File: src/rtl/cbr_pkg.sv
package cbr_pkg;

    // Upper five bits of a halfword, classified.
    typedef enum logic [2:0] {
        HK_OTHER  = 3'd0,
        HK_SHORT  = 3'd1,
        HK_HIGH   = 3'd2,
        HK_CALL   = 3'd3,
        HK_XCALL  = 3'd4
    } hw_kind_e;

    localparam int unsigned HW_W   = 16;
    localparam int unsigned IMM_W  = 11;
    localparam int unsigned HI_SHL = 12;

    localparam logic [4:0] CODE_SHORT = 5'b11100;
    localparam logic [4:0] CODE_HIGH  = 5'b11110;
    localparam logic [4:0] CODE_CALL  = 5'b11111;
    localparam logic [4:0] CODE_XCALL = 5'b11101;

endpackage

File: src/rtl/cbr_decode.sv
module cbr_decode
    import cbr_pkg::*;
(
    input  logic [HW_W-1:0]  hw,
    output hw_kind_e         kind,
    output logic [IMM_W-1:0] imm,
    output logic             malformed
);

    always_comb begin
        imm       = hw[IMM_W-1:0];
        malformed = 1'b0;
        unique case (hw[HW_W-1:IMM_W])
            CODE_SHORT: kind = HK_SHORT;
            CODE_HIGH:  kind = HK_HIGH;
            CODE_CALL:  kind = HK_CALL;
            CODE_XCALL: begin
                kind      = HK_XCALL;
                malformed = hw[0];
            end
            default:    kind = HK_OTHER;
        endcase
    end

endmodule

File: src/rtl/cbr_target_calc.sv
module cbr_target_calc #(
    parameter int unsigned AW = 32
) (
    input  logic [AW-1:0] base_addr,
    input  logic [AW-1:0] high_part,
    input  logic [AW-1:0] scaled_imm,
    input  logic          word_align,
    output logic [AW-1:0] target
);

    localparam logic [AW-1:0] PC_AHEAD = AW'(4);

    logic [AW-1:0] sum;

    always_comb begin
        sum    = base_addr + PC_AHEAD + high_part + scaled_imm;
        target = word_align ? {sum[AW-1:2], 2'b00} : sum;
    end

endmodule

File: src/rtl/cbr_target_unit.sv
module cbr_target_unit
    import cbr_pkg::*;
#(
    parameter int unsigned AW = 32
) (
    input  logic          clk,
    input  logic          rst,
    input  logic          hw_valid,
    input  logic [15:0]   hw_data,
    input  logic [AW-1:0] hw_addr,
    output logic          br_taken,
    output logic          br_fault,
    output logic          br_xstate,
    output logic [AW-1:0] br_target,
    output logic [AW-1:0] br_link
);

    localparam int unsigned SEXT_W = AW - IMM_W;

    typedef struct packed {
        logic          pend;
        logic [AW-1:0] pend_addr;
        logic [AW-1:0] pend_high;
        logic          taken;
        logic          fault;
        logic          xstate;
        logic [AW-1:0] target;
        logic [AW-1:0] link;
    } unit_state_t;

    unit_state_t st_d, st_q;

    hw_kind_e         kind;
    logic [IMM_W-1:0] imm;
    logic             malformed;

    logic [AW-1:0] calc_base, calc_high, calc_imm, calc_target;
    logic          calc_align;
    logic [AW-1:0] imm_sext, imm_zext;

    cbr_decode u_decode (
        .hw        (hw_data),
        .kind      (kind),
        .imm       (imm),
        .malformed (malformed)
    );

    assign imm_sext = {{SEXT_W{imm[IMM_W-1]}}, imm};
    assign imm_zext = {{SEXT_W{1'b0}}, imm};

    // Operand steering for the shared adder.
    always_comb begin
        calc_base  = st_q.pend_addr;
        calc_high  = st_q.pend_high;
        calc_imm   = imm_zext << 1;
        calc_align = 1'b0;
        unique case (kind)
            HK_SHORT: begin
                calc_base = hw_addr;
                calc_high = '0;
                calc_imm  = imm_sext << 1;
            end
            HK_XCALL: begin
                calc_imm   = {{SEXT_W{1'b0}}, imm[IMM_W-1:1], 1'b0} << 1;
                calc_align = 1'b1;
            end
            default: ;
        endcase
    end

    cbr_target_calc #(.AW(AW)) u_calc (
        .base_addr  (calc_base),
        .high_part  (calc_high),
        .scaled_imm (calc_imm),
        .word_align (calc_align),
        .target     (calc_target)
    );

    always_comb begin
        st_d       = st_q;
        st_d.taken = 1'b0;
        st_d.fault = 1'b0;
        if (hw_valid) begin
            unique case (kind)
                HK_SHORT: begin
                    st_d.pend   = 1'b0;
                    st_d.taken  = 1'b1;
                    st_d.xstate = 1'b0;
                    st_d.target = calc_target;
                end
                HK_HIGH: begin
                    st_d.pend      = 1'b1;
                    st_d.pend_addr = hw_addr;
                    st_d.pend_high = imm_sext << HI_SHL;
                end
                HK_CALL, HK_XCALL: begin
                    st_d.pend = 1'b0;
                    if (!st_q.pend || malformed) begin
                        st_d.fault = 1'b1;
                    end else begin
                        st_d.taken  = 1'b1;
                        st_d.xstate = (kind == HK_XCALL);
                        st_d.target = calc_target;
                        st_d.link   = (hw_addr + AW'(2)) | AW'(1);
                    end
                end
                default: st_d.pend = 1'b0;
            endcase
        end
    end

    always_ff @(posedge clk) begin
        if (rst) st_q <= '0;
        else     st_q <= st_d;
    end

    assign br_taken  = st_q.taken;
    assign br_fault  = st_q.fault;
    assign br_xstate = st_q.xstate;
    assign br_target = st_q.target;
    assign br_link   = st_q.link;

    AST_TAKEN_FAULT_EXCL: assert property (@(posedge clk) disable iff (rst)
        br_taken |-> !br_fault);
    AST_FAULT_FROM_TRAILER: assert property (@(posedge clk) disable iff (rst)
        br_fault |-> $past(hw_valid && (kind == HK_CALL || kind == HK_XCALL)));
    AST_XSTATE_ALIGNED: assert property (@(posedge clk) disable iff (rst)
        (br_taken && br_xstate) |-> (br_target[1:0] == 2'b00));
    AST_LINK_MARKED: assert property (@(posedge clk) disable iff (rst)
        br_xstate |-> br_link[0]);
    AST_TARGET_HELD: assert property (@(posedge clk) disable iff (rst)
        !br_taken |-> $stable(br_target));
    AST_IDLE_QUIET: assert property (@(posedge clk) disable iff (rst)
        !$past(hw_valid) |-> (!br_taken && !br_fault));

endmodule

File: config.mk
export PLATFORM = sky130hd
export DESIGN_NAME = cbr_target_unit
export DESIGN_NICKNAME = d
export VERILOG_FILES = /design/src/rtl/cbr_pkg.sv /design/src/rtl/cbr_decode.sv /design/src/rtl/cbr_target_calc.sv /design/src/rtl/cbr_target_unit.sv
export SDC_FILE = /design/constraint.sdc
export NUM_CORES = 1
export LEC_CHECK = 0
export BUFFER_PORTS_ARGS = -buffer_cell sky130_fd_sc_hd__buf_2
export CORE_MARGIN = 2
export CORE_UTILIZATION = 25
export CTS_CLUSTER_SIZE = 24
export DETAILED_ROUTE_END_ITERATION = 6
export HOLD_SLACK_MARGIN = 0.06
export SYNTH_ARGS = -nofsm -noshare
export SYNTH_HDL_FRONTEND = slang
export SYNTH_HIERARCHICAL = 1
export SYNTH_SLANG_ARGS = --single-unit
File: constraint.sdc
create_clock -name clk -period 6.1 [get_ports clk]
set_clock_uncertainty 0.15 [all_clocks]
set_input_delay 1.83 -clock clk [delete_from_list [all_inputs] [get_ports clk]]
set_output_delay 1.83 -clock clk [all_outputs]
set_load 0.01 [all_outputs]
==> results_dict.tcl, run 1 <==
set metrics [dict create \
    fin_nets 1360 \
    yosys.cell_types.count 72 \
    regArea_sq_um 2220 \
    post-route-period-util 0.958 \
    port_buffers 117 \
    avgSynthCellArea_sq_um 8.04 \
    grt_pass1_wl_um 38100 \
    grt_pass1_vias 7318 \
    syn_area_sq_um 8870 \
    grt_overflow 0 \
    worst_pin_slew_ns 0.977 \
    required_ns 6.24 \
    die_y_um 192 \
    worstPathArrival_ns 5.98 \
    num-fill-cells 3802 \
    r2r_start "st_q[102]$_SDFFE_PP0P_" \
    hold_ws_ns 0.303 \
    drt_iter0_markers 482 \
    worst_r2r_path_depth 16 \
    antenna_found_initial 5 \
    swShare 0.297 \
    cts_tree "built" \
    cts_root_buffer "clkbuf_16" \
    cp-end-kind "flip-flop" \
    htreeDepth 3 \
    clkPwrFrac 0.334 \
    yosysTopAreaCell "dfxtp_1" \
    total_power_mw 1.67 \
    multi_input_area_sq_um 5450 \
    path_clk_slew_ns 0.07 \
    setup_viol_count_final 0 \
    design_area_sq_um 10300 \
    dpl.cell_count 1666 \
    critPathMaxFanout 6 \
    drt_pass1_iterations 5 \
    grt_usage 0.131 \
    final_max_slew_viol_count 0 \
    cts_buffer_depth 2 \
    top_usage_layer "met2" \
    met2_usage 0.224 \
    cap_violations 0 \
    worst_r2r_endpoint "br_target[28]$_SDFFE_PP0P_" \
    seq_power_share 0.438 \
    dp_hpwl_um 18800 \
    hold_depth 2 \
    switching_power_mw 0.498 \
    ir_drop_mv 0.121 \
    fin_setup_tns_ns 0 \
    yosysSeqAreaShare 0.250 \
    yosysWarnings 6 \
    vias_per_cell 4.51 \
    gp_congestion 0.854 \
    synth.area.top_cells "dfxtp_1, ha_1, nand2_1" \
    detail_route.wl_per_cell_um 14.2 \
    cts_num_sinks 111 \
    initial_core_util 0.252 \
    synth_top_area_frac 0.250 \
    num_rows 69 \
    hold-path-endpoint "br_target[30]$_SDFFE_PP0P_" \
    cts_buffers 9 \
    postSynthCellCount 1104 \
    p_int_mw 1.18 \
    layout-drive-gt1-share 0.241 \
    cts_setup_buffers 0 \
    period_minus_slack_ns 5.84 \
    slew_headroom 0.343 \
    yosysMostFrequentCell "nand2_1" \
    grt_max_degree 65 \
    startpoint "hw_data[12]" \
    placed_area_sq_um 9990 \
    utilization 0.293 \
    power_frac_comb 0.228 \
    preCtsSetupSlack_ns -0.297 \
    synth.top_cells.by_count "nand2_1, inv_1, dfxtp_1" \
    wirelength_um 23900 \
    num_vias 7590 \
    hp-class "reg -> reg" \
    criticalPathCategory "in -> reg" \
    hold_start "br_target[30]$_SDFFE_PP0P_" \
    fin_ws_ns 0.255 \
    reg2reg_slack_ns 2.32 \
    synthToLayoutAreaGrowth_pct 16.4 \
    synth_edf_count 0 \
    die_w_um 192 \
    ys.flop_type "dfxtp_1" \
    drc_errors 0 \
    rsz0062_at_grt "true" \
    ant_nets 0 \
    p_leak_nw 4.52 \
    clk_latency_ns 0.36 \
    met1_usage 0.168 \
    async_flop_share 0 \
    ios 118 \
    met3_usage 0.0224 \
    start_kind "input pin" \
    timing_hold_violations_final 0 \
    core_sq_um 35200 \
    die_area_sq_um 37000 \
    synth_seq_cells 111 \
    power_density_nw_per_um2 162 \
    fin_cells 1683 \
    fmaxAchievable_ghz 0.171 \
    outcome "complete, no violations" \
]
[logic make-up (layout without fill, tap and decap cells)]
kind of cell               count (synthesis)  after routing  synth area share
AOI/OAI and AO/OA                        194            194             0.140
adders and majority gates                 92             92             0.157
and+or+nand+nor                          351            352             0.191
DFF                                      111            111             0.250
buffers and inverters                    256            359             0.151
other                                      1             15          0.000423
xor gates and xnor gates                  40             40            0.0395
muxes                                     59             59            0.0704
[layout make-up]
| class | instances | share of cell area |
|---|---|---|
| sequential | 111 | 0.215 |
| multi-input combinational | 750 | 0.527 |
| clock buffer | 11 | 0.0225 |
| timing repair buffer | 214 | 0.129 |
| antenna | 2 | 0.000485 |
| inverter | 131 | 0.0476 |
| clock inverter | 3 | 0.00218 |
| tap | 461 | 0.0559 |
[per-layer routing]
metal | part of all wire | wire length [um]
met5 | 0.0017 | 41
met4 | 0.016 | 376
met3 | 0.036 | 857
met2 | 0.48 | 11400
met1 | 0.47 | 11300
[sequential cells by signal, summed over array words and instances (netlist names)]
name,flops
br_link,32
br_xstate,1
br_taken,1
br_fault,1
st_q,44
br_target,32
[placed cells by master, fill, tap and decap left out, drive strengths merged, types with 3 or more instances in the layout]
cell and n:
and3 6, dfxtp 111, nor4 7, ha 60, clkinvlp 3, a21o 9, buf 214, clkbuf 11
and4 9, inv 131, or3 7, nor2b 9, a21oi 80, xor2 13, o31ai 9, a211oi 19
a311oi 13, nor3 10, o21bai 4, conb 13, mux2i 32, nand2 184, nor2 48, o21ai 34
mux2 27, or4 7, nand3 16, and2 16, xnor2 27, nand2b 9, a21boi 7, a31oi 8
nand4 16, fa 32, nand3b 3
[critical path, cell delays in order]
cell       delay [ns]
buf_2            0.13
buf_4            0.15
nor3b_4          0.24
nor2b_2          0.07
nor2b_4          0.13
buf_12           0.13
mux2_2           0.21
inv_1            0.05
fa_1             0.53
inv_1            0.04
ha_1             0.28
inv_1            0.06
fa_1             0.42
and2b_1          0.25
o2111ai_2        0.12
and2_4           0.20
o211a_4          0.26
a311o_2          0.36
a21boi_2         0.14
xor2_1           0.15
nand2_1          0.06
mux2i_1          0.14
[how the worst max path moves through the flow]
stage / end / slack (ns) / cells past startpoint
finish: br_target[28]$_SDFFE_PP0P_ / 0.26 / 22
CTS: br_target[28]$_SDFFE_PP0P_ / 0.06 / 22
detailed placement: br_target[28]$_SDFFE_PP0P_ / -0.30 / 22
global route: br_target[29]$_SDFFE_PP0P_ / -0.04 / 23
global placement: br_target[28]$_SDFFE_PP0P_ / -0.29 / 22
floorplan: br_target[28]$_SDFFE_PP0P_ / 0.05 / 22
[power by group through the flow]
stage | Clock (mW) | Combinational [mW] | Sequential (mW)
after CTS | 0.580 | 0.376 | 0.733
after global placement | 0 | 0.369 | 0.750
after detailed placement | 0 | 0.373 | 0.750
after floorplan | 0 | 0.229 | 0.750
after global routing | 0.597 | 0.432 | 0.734
final | 0.559 | 0.382 | 0.733
[repair_timing]
item	in CTS	in global routing
hold buffers	0	0
endpoints found under the setup margin	0	15
hold endpoints to repair	0	0
resized for setup	0	20
Note: power is estimated with default switching activity, not from simulation.
==> inputs of run 2 (changes only) <==
==> constraint.sdc (replaced) <==
create_clock -name clk -period 5.2 [get_ports clk]
set_clock_uncertainty 0.15 [all_clocks]
set_input_delay 1.56 -clock clk [delete_from_list [all_inputs] [get_ports clk]]
set_output_delay 1.56 -clock clk [all_outputs]
set_load 0.01 [all_outputs]
==> run 2 against run 1 <==
  * The run now ends with setup timing left
  * Clock power grew 33%
  * Sequential power is 17% higher
  * Design area is 13% higher
  * Critical path depth is the same
  * Register-to-register slack got worse by 0.76 ns
  * First-iteration DRC count is 21% lower
  * Total power grew 31%
  * Clock-buffer cell count rose by 1
  * Core utilization grew 3.9 points
  * Sequential share of layout area fell by 2.5 points
  * Largest power group unchanged
  * Highest routed layer unchanged
==> results_dict.tcl, run 2 (synthesis results as in run 1) <==
set metrics [dict create \
    outcome "finished, violations left" \
    violations "setup timing" \
    required_ns 5.34 \
    grt_usage 0.137 \
    fin_cells 1734 \
    port_buffers 117 \
    ios 118 \
    cts_buffers 9 \
    die_y_um 192 \
    worst_r2r_endpoint "br_target[30]$_SDFFE_PP0P_" \
    startpoint "hw_data[11]" \
    period_minus_slack_ns 5.43 \
    final_max_slew_viol_count 0 \
    regMostFlops "st_q" \
    die_area_sq_um 37000 \
    setup_viol_count_final 11 \
    worst_pin_slew_ns 0.910 \
    num_rows 69 \
    rsz0062_at_grt "true" \
    grt_overflow 0 \
    fin_nets 1408 \
    total_power_mw 2.20 \
    cap_violations 0 \
    post-route-period-util 1.04 \
    hp-class "reg -> reg" \
    cts_buffer_depth 2 \
    dp_hpwl_um 19000 \
    drt_pass1_iterations 5 \
    path_clk_slew_ns 0.07 \
    critPathMaxFanout 6 \
    criticalPathCategory "in -> reg" \
    wirelength_um 25400 \
    vias_per_cell 4.55 \
    worst_r2r_path_depth 16 \
    ant_nets 0 \
    grt_max_degree 81 \
    fin_ws_ns -0.233 \
    drt_iter0_markers 380 \
    worstSetupEndpoint "br_target[30]$_SDFFE_PP0P_" \
    largest_register_ffs 44 \
    final_common_cell "nand2_1" \
    core_sq_um 35200 \
    layout_common_cells "nand2_1, buf_4, buf_2, dfxtp_1, inv_1" \
    dpl.cell_count 1688 \
    layout-drive-gt1-share 0.361 \
    die_w_um 192 \
    detail_route.wl_per_cell_um 14.7 \
    fmaxAchievable_ghz 0.184 \
    p_leak_nw 4.85 \
    start_kind "input pin" \
    power_density_nw_per_um2 188 \
    grt_pass1_vias 7728 \
    synthToLayoutAreaGrowth_pct 31.8 \
    grt_pass1_wl_um 39800 \
    ir_drop_mv 0.155 \
    timing_hold_violations_final 0 \
    cp-end-kind "flip-flop" \
    reg2reg_slack_ns 1.56 \
    worstPathArrival_ns 5.58 \
    utilization 0.332 \
    htreeDepth 3 \
    cts_num_sinks 111 \
    r2r_start "st_q[102]$_SDFFE_PP0P_" \
    cts_root_buffer "clkbuf_16" \
    antenna_found_initial 6 \
    drc_errors 0 \
    num_vias 7889 \
    clk_latency_ns 0.36 \
    initial_core_util 0.252 \
    slew_headroom 0.388 \
    gp_congestion 0.858 \
    cts_tree "built" \
]
[run 2: cell types whose count changed in the layout (fill, tap and decap cells not counted), sizes merged]
cell / before / now
clkbuf: 11 / 12
buf: 214 / 263
diode: 2 / 3
clkinvlp: 3 / 1
and2: 16 / 15
clkinv: 0 / 1
bufinv: 0 / 1
inv: 131 / 132
[run 2: what timing repair did]
action / CTS / global route
hold buffers: 0 / 0
pin swaps: 44 / 46
setup endpoints to repair: 21 / 23
setup buffers: 15 / 15
gates cloned: 1 / 0
gates resized for setup: 95 / 80
[run 2: report_power, final]
part           total [mW]  switching [mW]  internal (mW)
clock               0.743           0.341          0.402
sequential          0.860         0.00376          0.856
combinational       0.597           0.305          0.292
[run 2: worst min path at each step]
stage / end / depth (start not counted) / slack, ns / start
final: st_q[82]$_SDFFE_PP0P_ / 2 / 0.30 / st_q[82]$_SDFFE_PP0P_
after CTS: st_q[80]$_SDFFE_PP0P_ / 2 / 0.31 / st_q[80]$_SDFFE_PP0P_
after global routing: st_q[127]$_SDFFE_PP0P_ / 2 / 0.32 / st_q[127]$_SDFFE_PP0P_
after detailed placement: st_q[80]$_SDFFE_PP0P_ / 2 / 0.29 / st_q[80]$_SDFFE_PP0P_
after floorplan: st_q[79]$_SDFFE_PP0P_ / 2 / 0.28 / st_q[79]$_SDFFE_PP0P_
after global placement: st_q[129]$_SDFFE_PP0P_ / 2 / 0.29 / st_q[129]$_SDFFE_PP0P_
[run 2: layout make-up]
| class | instances | area, sq um |
|---|---|---|
| Fill cell | 3654 | 23500 |
| Multi-Input combinational cell | 749 | 6270 |
| Sequential cell | 111 | 2220 |
| Timing Repair Buffer | 263 | 1810 |
| Tap cell | 461 | 577 |
| Inverter | 131 | 494 |
| Clock buffer | 12 | 256 |
| Clock inverter | 4 | 51.3 |
| Antenna cell | 3 | 7.51 |
[run 2: critical path, stage by stage]
cell and delay [ns]:
buf_6 0.10, xor2_2 0.18, nor2_4 0.09, nor2b_4 0.17
nor2b_4 0.22, buf_12 0.15, mux2_4 0.16, inv_2 0.03
fa_1 0.53, inv_2 0.05, ha_4 0.26, inv_2 0.03
fa_2 0.32, and2b_1 0.24, o2111ai_2 0.15, and2_4 0.18
o211a_4 0.27, a311o_2 0.37, a21oi_2 0.16, xor2_1 0.14
nand2_1 0.06, mux2i_1 0.13
[run 2: layer usage]
metal / track usage / wire (um) / vias to the layer above
met3: 0.0238 / 1060 / 34
met1: 0.169 / 11000 / 3797
met2: 0.241 / 12800 / 121
li1: - / - / 3931
met5: 0 / 47 / -
met4: 0.0429 / 456 / 6
[run 2: stage by stage]
stage | instance area (sq um) | hold WS (ns) | setup WS [ns] | TNS (ns)
after floorplan | 9090 | 0.282 | -0.367 | -2.29
after global placement | 10300 | 0.289 | -0.712 | -11.68
after detailed placement | 10300 | 0.295 | -0.754 | -13.04
after CTS | 11200 | 0.306 | -0.205 | -1.26
after global routing | 11700 | 0.325 | -0.381 | -3.62
final | 11700 | 0.301 | -0.233 | -1.09
==> inputs of run 3 (changes only) <==
--- a/config.mk
+++ b/config.mk
@@ -7,7 +7,7 @@
 export LEC_CHECK = 0
 export BUFFER_PORTS_ARGS = -buffer_cell sky130_fd_sc_hd__buf_2
 export CORE_MARGIN = 2
-export CORE_UTILIZATION = 25
+export CORE_UTILIZATION = 30
 export CTS_CLUSTER_SIZE = 24
 export DETAILED_ROUTE_END_ITERATION = 6
 export HOLD_SLACK_MARGIN = 0.06
==> run 3 against run 2 <==
  * The run still ends with setup timing left
  * Clock-buffer cell count decreased by 3
  * Via count shrank 1.2%
  * Non-clock buffer count decreased by 8
  * Core utilization rose by 6.2 points
  * Critical path depth grew 1
  * First-iteration DRC count grew 18%
  * Sequential power is essentially flat
  * Design area fell by 2.6%
  * Hold slack better by 0.0015 ns
  * Critical path type unchanged
  * Critical endpoint unchanged
  * Largest cell class unchanged
  * Largest power group unchanged
  * Highest routed layer is now met4
==> results_dict.tcl, run 3 (synthesis results as in run 1) <==
set metrics [dict create \
    layout-drive-gt1-share 0.338 \
    fin_ws_ns -0.198 \
    clkPwrFrac 0.335 \
    cts_root_buffer "clkbuf_16" \
    cp_cell_sequence "buf_8 -> buf_6 -> nor3b_4 -> nor2b_4 -> nor2b_4 -> buf_4 -> buf_12 -> buf_4 -> mux2_2 -> inv_2 -> fa_1 -> inv_2 -> ha_4 -> ha_4 -> a21o_4 -> a21oi_4 -> and2_4 -> o211a_4 -> a311o_2 -> a21oi_2 -> xor2_1 -> nand2_1 -> mux2i_1" \
    final_common_cell "nand2_1" \
    synthToLayoutAreaGrowth_pct 28.3 \
    ir_drop_mv 0.145 \
    period_minus_slack_ns 5.40 \
    die_area_sq_um 31000 \
    drc_errors 0 \
    hold_start "st_q[111]$_SDFFE_PP0P_" \
    gp_congestion 0.821 \
    total_power_mw 2.14 \
    regMostFlops "st_q" \
    num_rows 62 \
    startpoint "hw_data[12]" \
    grt_max_degree 81 \
    die_y_um 176 \
    power_frac_comb 0.263 \
    post-route-period-util 1.04 \
    grt_pass1_vias 7659 \
    worst-path-buf-inv 7 \
    cts_hold_buffers 0 \
    core_sq_um 28900 \
    grt_usage 0.156 \
    rsz0062_at_grt "true" \
    p_int_mw 1.51 \
    drt_iter0_markers 450 \
    cts_num_sinks 111 \
    grt_pass1_wl_um 38900 \
    die_w_um 176 \
    dp_hpwl_um 18100 \
    cts_buffers 9 \
    max_stage_delay_ns 0.56 \
    vias_per_cell 4.73 \
    cap_violations 0 \
    violations "setup timing" \
    clk_latency_ns 0.36 \
    largest_register_ffs 44 \
    fin_nets 1400 \
    worst_pin_slew_ns 0.911 \
    criticalPathCategory "in -> reg" \
    port_buffers 117 \
    setup_viol_count_final 11 \
    num-fill-cells 2928 \
    cpLargestDelayFamily "adder cells" \
    start_kind "input pin" \
    drt_pass1_iterations 7 \
    wirelength_um 24200 \
    outcome "finished, violations left" \
    final_max_slew_viol_count 0 \
    cts_tree "built" \
    ant_nets 0 \
    path_clk_slew_ns 0.07 \
    dpl.cell_count 1605 \
    cp-end-kind "flip-flop" \
    worst_path_max_delay_cell "fa_1" \
    fin_cells 1648 \
    critPathMaxFanout 5 \
    fmaxAchievable_ghz 0.185 \
    detail_route.wl_per_cell_um 14.7 \
    grt_overflow 0 \
    ios 118 \
    layout_common_cells "nand2_1, buf_4, buf_2, dfxtp_1, inv_1" \
    swShare 0.298 \
    switching_power_mw 0.638 \
    worstPathArrival_ns 5.54 \
    hp-class "reg -> reg" \
    timing_hold_violations_final 0 \
    power_density_nw_per_um2 188 \
    r2r_start "st_q[102]$_SDFFE_PP0P_" \
    p_leak_nw 4.84 \
    initial_core_util 0.307 \
    cts_buffer_depth 2 \
    num_vias 7796 \
    seq_power_share 0.401 \
    slew_headroom 0.392 \
    antenna_found_initial 3 \
    htreeDepth 3 \
    required_ns 5.34 \
]
-- run 3: cell type report --
cell class              instances  area [sq um]  share of cell area
multi-input cells             749          6150               0.540
flip-flops and latches        111          2220               0.195
repair buffers                255          1740               0.153
inverters                     131           492              0.0432
well taps                     384           480              0.0422
clock buffers                   9           225              0.0198
clock inverters                 7          70.1             0.00615
diodes                          2          5.00            0.000440
-- run 3: metrics by stage --
| step | TNS (ns) | worst slack [ns] | hold slack, ns | util | cell area (sq um) |
|---|---|---|---|---|---|
| floorplan | -2.29 | -0.367 | 0.282 | - | 9090 |
| global placement | -14.39 | -0.842 | 0.288 | 0.352 | 10200 |
| detailed placement | -14.63 | -0.808 | 0.293 | 0.352 | 10200 |
| CTS | -1.56 | -0.220 | 0.304 | 0.382 | 11000 |
| global route | -5.13 | -0.418 | 0.319 | 0.393 | 11400 |
| finish | -1.55 | -0.198 | 0.303 | 0.393 | 11400 |
-- run 3: final timing paths --
check	slack, ns	end	cells past startpoint
worst min-delay path	0.30	st_q[111]$_SDFFE_PP0P_	2
worst min register to register	0.30	st_q[111]$_SDFFE_PP0P_	2
worst max register to register	1.54	br_target[30]$_SDFFE_PP0P_	16
worst max-delay path	-0.20	br_target[30]$_SDFFE_PP0P_	23
-- run 3: power groups by stage --
stage	combinational (mW)	sequential (mW)	clock [mW]
2_1_floorplan	0.287	0.879	0
3_3_place_gp	0.455	0.880	0
3_5_place_dp	0.460	0.880	0
4_1_cts	0.523	0.860	0.741
5_1_grt	0.625	0.861	0.771
6_report	0.565	0.860	0.720
-- run 3: worst reg2reg max path, delay by kind of cell (launching register included) --
family | cells | cell delay [ns]
DFF | 1 | 0.34
and+or+nand+nor | 3 | 0.49
AOI/OAI and AO/OA | 4 | 0.89
muxes | 2 | 0.30
buffers and inverters | 3 | 0.12
xor gates and xnor gates | 1 | 0.15
adders and majority gates | 3 | 1.14
-- run 3: repair_timing --
item                       CTS  global route
setup buffers               16             9
gates resized for setup     86            57
gates cloned                 1             0
pin swaps                   30            30
setup endpoints to repair   23            23
-- run 3: metal layers --
layer	wire length, um	track usage	vias up
met5	0	0	-
met1	10800	0.198	3742
met2	12000	0.274	125
met3	971	0.0273	25
met4	433	0.0399	0
li1	-	-	3904
